--- src/rtl/i2cTgtPkg.sv ---
package i2cTgtPkg;

  localparam int BYTE_BITS = 8;

  typedef enum logic [2:0] {
    ST_IDLE, ST_ADDR, ST_AACK, ST_WBYTE, ST_WACK, ST_RBYTE, ST_RACK, ST_WAIT
  } tgtState_e;

  // events reported by the datapath to the control
  typedef struct packed {
    logic start;
    logic stop;
    logic sclRise;
    logic sclFall;
    logic sdaBit;
    logic byteDone;
    logic addrMatch;
    logic rwBit;
    logic locked;
  } busEvt_t;

  // strobes and levels from the control to the datapath
  typedef struct packed {
    logic clrBits;
    logic shiftRx;
    logic loadTx;
    logic shiftTx;
    logic ptrLoad;
    logic ptrInc;
    logic wrReg;
    logic ackDrive;
    logic txActive;
  } ctrlStb_t;

endpackage

--- src/rtl/i2cTgtData.sv ---
module i2cTgtData
  import i2cTgtPkg::*;
#(
  parameter logic [6:0] DEV_ADDR    = 7'h68,
  parameter int         CLK_HZ      = 50_000_000,
  parameter int         LOCK_US     = 60,
  parameter int         AW          = 8,
  parameter int         SYNC_STAGES = 2
) (
  input  logic                 clk,
  input  logic                 rstN,
  input  logic                 sclIn,
  input  logic                 sdaIn,
  input  logic                 backupExit,
  input  ctrlStb_t             stb,
  output busEvt_t              evt,
  output logic                 sdaOe,
  output logic [AW-1:0]        regAddr,
  output logic                 regWrEn,
  output logic [BYTE_BITS-1:0] regWrData,
  input  logic [BYTE_BITS-1:0] regRdData
);

  localparam longint LOCK_L      = (longint'(CLK_HZ) * longint'(LOCK_US)) / 64'd1000000;
  localparam int     LOCK_CYCLES = int'(LOCK_L);
  localparam int     LW          = ($clog2(LOCK_CYCLES + 1) < 1) ? 1 : $clog2(LOCK_CYCLES + 1);
  localparam int     CW          = $clog2(BYTE_BITS + 1);

  // line index 1 = SCL, 0 = SDA
  logic [1:0] lineIn;
  logic [1:0] lineS;
  logic [1:0] lineD;
  assign lineIn = {sclIn, sdaIn};

  for (genvar g = 0; g < 2; g++) begin : gSync
    logic [SYNC_STAGES-1:0] pipe;
    always_ff @(posedge clk or negedge rstN) begin
      if (!rstN) pipe <= '1;
      else       pipe <= {pipe[SYNC_STAGES-2:0], lineIn[g]};
    end
    assign lineS[g] = pipe[SYNC_STAGES-1];
  end

  always_ff @(posedge clk or negedge rstN) begin
    if (!rstN) lineD <= 2'b11;
    else       lineD <= lineS;
  end

  logic sclS, sdaS, sclD, sdaD;
  assign sclS = lineS[1];
  assign sdaS = lineS[0];
  assign sclD = lineD[1];
  assign sdaD = lineD[0];

  logic [BYTE_BITS-1:0] rxShift;
  logic [BYTE_BITS-1:0] txShift;
  logic [CW-1:0]        bitCnt;
  logic [AW-1:0]        ptr;
  logic [LW-1:0]        lockCnt;

  always_ff @(posedge clk or negedge rstN) begin
    if (!rstN) begin
      rxShift <= '0;
      txShift <= '1;
      bitCnt  <= '0;
      ptr     <= '0;
      lockCnt <= '0;
    end else begin
      if (stb.clrBits)      bitCnt <= '0;
      else if (stb.shiftRx) bitCnt <= bitCnt + CW'(1);

      if (stb.shiftRx) rxShift <= {rxShift[BYTE_BITS-2:0], sdaS};

      if (stb.loadTx)       txShift <= regRdData;
      else if (stb.shiftTx) txShift <= {txShift[BYTE_BITS-2:0], 1'b1};

      if (stb.ptrLoad)     ptr <= rxShift[AW-1:0];
      else if (stb.ptrInc) ptr <= ptr + AW'(1);

      if (backupExit)        lockCnt <= LW'(LOCK_CYCLES);
      else if (lockCnt != 0) lockCnt <= lockCnt - LW'(1);
    end
  end

  always_comb begin
    evt.start     = sclS & sclD & sdaD & ~sdaS;
    evt.stop      = sclS & sclD & ~sdaD & sdaS;
    evt.sclRise   = sclS & ~sclD;
    evt.sclFall   = ~sclS & sclD;
    evt.sdaBit    = sdaS;
    evt.byteDone  = (bitCnt == CW'(BYTE_BITS));
    evt.addrMatch = (rxShift[BYTE_BITS-1:1] == DEV_ADDR);
    evt.rwBit     = rxShift[0];
    evt.locked    = (lockCnt != 0);
  end

  assign sdaOe     = stb.ackDrive | (stb.txActive & ~txShift[BYTE_BITS-1]);
  assign regAddr   = ptr;
  assign regWrEn   = stb.wrReg;
  assign regWrData = rxShift;

  AST_WR_FULL_BYTE: assert property (@(posedge clk) disable iff (!rstN)
    stb.wrReg |-> (bitCnt == CW'(BYTE_BITS)));
  AST_OE_SCL_LOW: assert property (@(posedge clk) disable iff (!rstN)
    !$stable(sdaOe) |-> !sclS);
  AST_LOCK_ARMED: assert property (@(posedge clk) disable iff (!rstN)
    backupExit |=> evt.locked);
  AST_PTR_STEP: assert property (@(posedge clk) disable iff (!rstN)
    (stb.ptrInc && !stb.ptrLoad) |=> (ptr == $past(ptr) + AW'(1)));

endmodule

--- src/rtl/i2cTgtCtrl.sv ---
module i2cTgtCtrl
  import i2cTgtPkg::*;
(
  input  logic     clk,
  input  logic     rstN,
  input  busEvt_t  evt,
  output ctrlStb_t stb
);

  tgtState_e stQ, stD;
  logic rwQ, rwD;
  logic firstQ, firstD;
  logic seenQ, seenD;
  logic nackQ, nackD;
  logic ackQ, ackD;
  logic txQ, txD;

  always_comb begin
    stD    = stQ;
    rwD    = rwQ;
    firstD = firstQ;
    seenD  = seenQ;
    nackD  = nackQ;
    ackD   = ackQ;
    txD    = txQ;
    stb    = '0;

    if (evt.stop) begin
      stD  = ST_IDLE;
      ackD = 1'b0;
      txD  = 1'b0;
    end else if (evt.start && !evt.locked) begin
      stD         = ST_ADDR;
      stb.clrBits = 1'b1;
      firstD      = 1'b1;
      ackD        = 1'b0;
      txD         = 1'b0;
    end else begin
      case (stQ)
        ST_ADDR: begin
          if (evt.sclRise && !evt.byteDone) stb.shiftRx = 1'b1;
          else if (evt.sclFall && evt.byteDone) begin
            if (evt.addrMatch) begin
              stD  = ST_AACK;
              ackD = 1'b1;
              rwD  = evt.rwBit;
            end else begin
              stD = ST_WAIT;
            end
          end
        end
        ST_AACK: begin
          if (evt.sclFall) begin
            ackD        = 1'b0;
            stb.clrBits = 1'b1;
            if (rwQ) begin
              stb.loadTx = 1'b1;
              txD        = 1'b1;
              stD        = ST_RBYTE;
            end else begin
              stD = ST_WBYTE;
            end
          end
        end
        ST_WBYTE: begin
          if (evt.sclRise && !evt.byteDone) stb.shiftRx = 1'b1;
          else if (evt.sclFall && evt.byteDone) begin
            ackD = 1'b1;
            stD  = ST_WACK;
          end
        end
        ST_WACK: begin
          if (evt.sclFall) begin
            ackD        = 1'b0;
            stb.clrBits = 1'b1;
            stD         = ST_WBYTE;
            if (firstQ) begin
              stb.ptrLoad = 1'b1;
              firstD      = 1'b0;
            end else begin
              stb.wrReg  = 1'b1;
              stb.ptrInc = 1'b1;
            end
          end
        end
        ST_RBYTE: begin
          if (evt.sclRise && !evt.byteDone) stb.shiftRx = 1'b1;
          else if (evt.sclFall) begin
            if (evt.byteDone) begin
              txD        = 1'b0;
              stb.ptrInc = 1'b1;
              seenD      = 1'b0;
              stD        = ST_RACK;
            end else begin
              stb.shiftTx = 1'b1;
            end
          end
        end
        ST_RACK: begin
          if (evt.sclRise) begin
            seenD = 1'b1;
            nackD = evt.sdaBit;
          end else if (evt.sclFall && seenQ) begin
            stb.clrBits = 1'b1;
            if (nackQ) begin
              stD = ST_WAIT;
            end else begin
              stb.loadTx = 1'b1;
              txD        = 1'b1;
              stD        = ST_RBYTE;
            end
          end
        end
        default: ;
      endcase
    end

    stb.ackDrive = ackQ;
    stb.txActive = txQ;
  end

  always_ff @(posedge clk or negedge rstN) begin
    if (!rstN) begin
      stQ    <= ST_IDLE;
      rwQ    <= 1'b0;
      firstQ <= 1'b0;
      seenQ  <= 1'b0;
      nackQ  <= 1'b0;
      ackQ   <= 1'b0;
      txQ    <= 1'b0;
    end else begin
      stQ    <= stD;
      rwQ    <= rwD;
      firstQ <= firstD;
      seenQ  <= seenD;
      nackQ  <= nackD;
      ackQ   <= ackD;
      txQ    <= txD;
    end
  end

  AST_ACK_OWN_ADDR: assert property (@(posedge clk) disable iff (!rstN)
    (stQ == ST_AACK) |-> evt.addrMatch);
  AST_LOCKED_IDLE: assert property (@(posedge clk) disable iff (!rstN)
    (stQ == ST_IDLE && evt.locked) |=> (stQ == ST_IDLE));
  AST_STOP_TO_IDLE: assert property (@(posedge clk) disable iff (!rstN)
    evt.stop |=> (stQ == ST_IDLE));
  AST_ACK_IN_SLOT: assert property (@(posedge clk) disable iff (!rstN)
    ackQ |-> (stQ == ST_AACK || stQ == ST_WACK));
  AST_SILENT_WAIT: assert property (@(posedge clk) disable iff (!rstN)
    (stQ == ST_WAIT) |-> (!ackQ && !txQ));

endmodule

--- src/rtl/i2cRegTarget.sv ---
module i2cRegTarget
  import i2cTgtPkg::*;
#(
  parameter logic [6:0] DEV_ADDR    = 7'h68,
  parameter int         CLK_HZ      = 50_000_000,
  parameter int         LOCK_US     = 60,
  parameter int         AW          = 8,
  parameter int         SYNC_STAGES = 2
) (
  input  logic                 clk,
  input  logic                 rstN,
  input  logic                 sclIn,
  input  logic                 sdaIn,
  output logic                 sdaOe,
  input  logic                 backupExit,
  output logic [AW-1:0]        regAddr,
  output logic                 regWrEn,
  output logic [BYTE_BITS-1:0] regWrData,
  input  logic [BYTE_BITS-1:0] regRdData
);

  busEvt_t  evt;
  ctrlStb_t stb;

  i2cTgtCtrl uCtrl (
    .clk  (clk),
    .rstN (rstN),
    .evt  (evt),
    .stb  (stb)
  );

  i2cTgtData #(
    .DEV_ADDR    (DEV_ADDR),
    .CLK_HZ      (CLK_HZ),
    .LOCK_US     (LOCK_US),
    .AW          (AW),
    .SYNC_STAGES (SYNC_STAGES)
  ) uData (
    .clk        (clk),
    .rstN       (rstN),
    .sclIn      (sclIn),
    .sdaIn      (sdaIn),
    .backupExit (backupExit),
    .stb        (stb),
    .evt        (evt),
    .sdaOe      (sdaOe),
    .regAddr    (regAddr),
    .regWrEn    (regWrEn),
    .regWrData  (regWrData),
    .regRdData  (regRdData)
  );

endmodule

--- config.mk ---
export PLATFORM = sky130hd
export DESIGN_NAME = i2cRegTarget
export DESIGN_NICKNAME = d
export VERILOG_FILES = /design/src/rtl/i2cTgtPkg.sv /design/src/rtl/i2cTgtData.sv /design/src/rtl/i2cTgtCtrl.sv /design/src/rtl/i2cRegTarget.sv
export SDC_FILE = /design/constraint.sdc
export NUM_CORES = 1
export LEC_CHECK = 0
export BUFFER_PORTS_ARGS = -buffer_cell sky130_fd_sc_hd__buf_2
export CAP_MARGIN = 10
export CELL_PAD_IN_SITES_DETAIL_PLACEMENT = 1
export CELL_PAD_IN_SITES_GLOBAL_PLACEMENT = 2
export CORE_ASPECT_RATIO = 1.4
export CORE_MARGIN = 2
export CORE_UTILIZATION = 41
export DETAILED_ROUTE_END_ITERATION = 16
export MAX_ROUTING_LAYER = met4
export PLACE_DENSITY_LB_ADDON = 0.1
export SYNTH_ARGS = -nofsm -noshare
export SYNTH_HDL_FRONTEND = slang
export SYNTH_SLANG_ARGS = --single-unit
--- constraint.sdc ---
create_clock -name clk -period 3.75 [get_ports clk]
set_input_delay 0.1875 -clock clk [delete_from_list [all_inputs] [get_ports clk]]
set_output_delay 0.1875 -clock clk [all_outputs]
set_load 0.005 [all_outputs]
==> flow_metrics.py <==
metrics = {
    "floorplan": {
        "coreArea_um2": 6980,
        "die_w_um": 76.1,
        "io_pins": 31,
        "dieArea_um2": 7980,
        "rows": 36,
        "initial_core_util_pct": 42.7,
        "die_h_um": 105,
    },
    "logic_synthesis": {
        "synthTopCellsByArea": "dfrtp_1 34%, dfstp_2 12%, mux2_2 3.8%",
        "synth_top_area_cell": "dfrtp_1",
        "synth_fa_ha_area_share_pct": 2.10,
        "synth-seq-cells": 55,
        "synthesis.nets": 305,
        "ys_warn_count": 0,
        "syn_area_um2": 2980,
        "synth_compound_area_share_pct": 19.5,
        "synth.distinct_cells": 62,
        "synth_top_family_by_area": "simple AND/OR/NAND/NOR gates",
        "ys.flop_type": "dfrtp_1",
        "ys_seq_area_share_pct": 46.8,
        "synth_cells": 287,
        "synth_top_area_share_pct": 34.4,
        "syn_area_per_cell_um2": 10.4,
        "synth-edff-count": 0,
        "async_flop_share_pct": 100,
        "synthMuxAreaShare_pct": 4.45,
        "synth_xor_area_share_pct": 2.35,
        "synth_simple_gate_area_share_pct": 20.2,
    },
    "place": {
        "portBuffers": 30,
        "dpl.hpwl_um": 5540,
        "routabilityCongestion": 0.815,
        "place_area_um2": 3180,
        "pre_cts_ws_ps": 1550,
    },
    "power_and_ir_drop": {
        "power_frac_seq_pct": 61.8,
        "intPower_uw": 757,
        "p_leak_uw": 0.00143,
        "pwr_density_cell_nw_per_um2": 305,
        "pwr-share-comb_pct": 5.2,
        "swShare_pct": 24.6,
        "switchingPower_uw": 247,
        "clkPwrFrac_pct": 33.1,
        "peakVddDrop_v": 0.000198,
    },
    "timing": {
        "slew-limit-headroom_pct": 44.3,
        "period_needed_ps": 2180,
        "setup_ws_ps": 1570,
        "fmax_mhz": 458,
        "setup_tns_ps": 0,
        "finalHoldViolCount": 0,
        "worst_slew_pin_slew_ps": 834,
        "finClkSkew_ps": 9.93,
        "setup_viol": 0,
        "fin_crit_sh_pct": 58.3,
        "rsz0062_at_grt": "no",
        "drv_slew": 0,
    },
    "routing": {
        "vias": 2366,
        "avgRoutedWirePerCell_um": 18.3,
        "drt-vias-per-instance": 5.77,
        "dr.pass1.iters": 4,
        "drt_iter0_drc": 95,
        "postRouteAntennaNets": 0,
        "drc_errors": 0,
        "wirelength_um": 7500,
    },
    "cells_and_area": {
        "nets": 332,
        "fillCellCount": 782,
        "drive_gt1_share_pct": 23.2,
        "design_area_um2": 3290,
        "area_delta_synth_final_pct": 10.5,
        "diodes": 0,
    },
    "global_route": {
        "grt_pass1_wl_um": 12200,
        "grt_antenna_before_repair": 0,
        "first_global_vias": 2390,
        "grt_overflow": 0,
        "track_usage_pct": 19.6,
        "grt_max_degree": 38,
    },
    "clock_tree": {
        "postCtsHoldBufs": 3,
        "clock_latency_ps": 320,
        "cts_tree": "done",
        "clkSlewWorstSetupHoldPaths_ps": 100,
        "cts_buffers": 5,
        "cts-resized-gates": 0,
        "ctsHtreeMaxLevel": 2,
        "cts.sinks": 55,
        "cts_root_buf": "clkbuf_8",
        "cts.path.max_buffers": 2,
        "cts_setup_buffers": 0,
    },
    "status": {
        "status": "complete, no violations",
    },
    "worst_setup_path": {
        "worstPathArrival_ps": 2440,
        "criticalPathCategory": "register to register",
        "end_kind": "register",
        "critPathLaunchType": "register",
        "cp.required_ps": 4000,
        "cp_max_fo": 13,
    },
    "flow_run": {
        "cap_violations": 0,
    },
    "worst_hold_path": {
        "hp-class": "primary input to register",
    },
}
cell usage after synthesis (3+ instances only):
cell type and number:
buf_2 9, a22o_1 4, a211oi_1 7, a221oi_1 3, nand4_1 5, nand3_1 5
or3_1 5, dfstp_2 14, nand4b_1 4, a21oi_1 12, o22ai_1 4, dfrtp_1 41
a311oi_1 7, nand2b_1 7, o21ai_0 11, inv_1 16, and3_1 5, nor4_1 3
nor2_1 27, mux2_2 10, and3b_1 3, a21o_1 5, nand2_1 10, xor2_1 4
a211o_1 4, xnor2_1 4, nor3_1 4, ha_1 5
metrics by stage:
stage	hold WS (ps)	total power [µW]	util, %	std cells
floorplan	-108	655	-	287
global placement	147	682	45.5	399
detailed placement	148	683	45.5	399
CTS	65.7	1020	47.2	410
global route	70.5	1050	47.2	410
finish	71.2	1000	47.2	410
cell usage in the layout (no fill, tap or decap), drive strengths merged, types with 5 or more instances in the layout:
master	n
a21o	5
ha	5
clkbuf	6
nand2b	7
a211oi	8
nand2	10
mux2	10
nor2	27
a311oi	7
o21ai	12
nor4	5
buf	31
nand4	5
a21oi	12
or3	6
dfstp	14
nand3	5
inv	16
dfrtp	41
and3	5
power by group through the flow:
stage                     Sequential [µW]  Combinational (µW)  Clock (µW)
after floorplan                       625                29.8           0
after global placement                631                50.4           0
after detailed placement              631                51.4           0
after CTS                             621                54.1         345
after global routing                  623                61.3         365
final                                 621                51.8         332
layer usage:
layer  share of wire, %  GRT usage (%)
met1                 43           22.9
met4                1.4           6.36
met5                  0              -
met2                 53           34.4
met3                2.7           3.28
cells by family (layout without fill, tap and decap cells):
logic type,after synthesis,count (layout)
multiplexers,12,12
flip-flops,55,55
buffers and inverters,30,58
XOR/XNOR,8,8
AND/OR/NAND/NOR,98,98
AO/OA/AOI/OAI,79,79
adder cells (fa/ha/maj),5,5
cell type report:
type	instances	area (µm²)	share of cell area (%)
Clock buffer	6	72.6	2.20
Clock inverter	2	12.5	0.380
Inverter	16	60.1	1.82
Multi-Input combinational cell	202	1450	44.0
Sequential cell	55	1390	42.3
Tap cell	95	119	3.61
Timing Repair Buffer	34	188	5.70
critical path, stage by stage (launching register included):
cell and delay, ps:
dfstp_2 630, nand2b_1 240, a211oi_2 770, nor2_1 250
a21o_1 240
worst paths after layout:
kind / endpoint / from / slack [ps] / depth (start not counted)
worst max-delay path: uData.txShift[4] / uData.lineD[1] / 1570 / 4
worst min-delay path: uData.txShift[6] / regRdData[6] / 70 / 3
worst max register to register: uData.txShift[4] / uData.lineD[1] / 1570 / 4
worst min register to register: uData.gSync[1].pipe[1] / uData.gSync[1].pipe[0] / 360 / 0
max in group asynchronous: uData.lineD[1] / rstN / 2570 / 3
min in group asynchronous: uCtrl.stQ[1] / rstN / 320 / 2
sequential cells by signal, indices dropped and copies added (netlist names):
signal	flops
uCtrl.stQ	3
uData.regAddr	8
uCtrl.txQ	1
uData.lockCnt	12
uData.lineD	2
uCtrl.nackQ	1
uData.bitCnt	4
uCtrl.rwQ	1
uData.txShift	8
uData.regWrData	8
uCtrl.seenQ	1
uData.gSync.pipe	4
uCtrl.ackQ	1
uCtrl.firstQ	1
(Power assumes the default switching activity.)
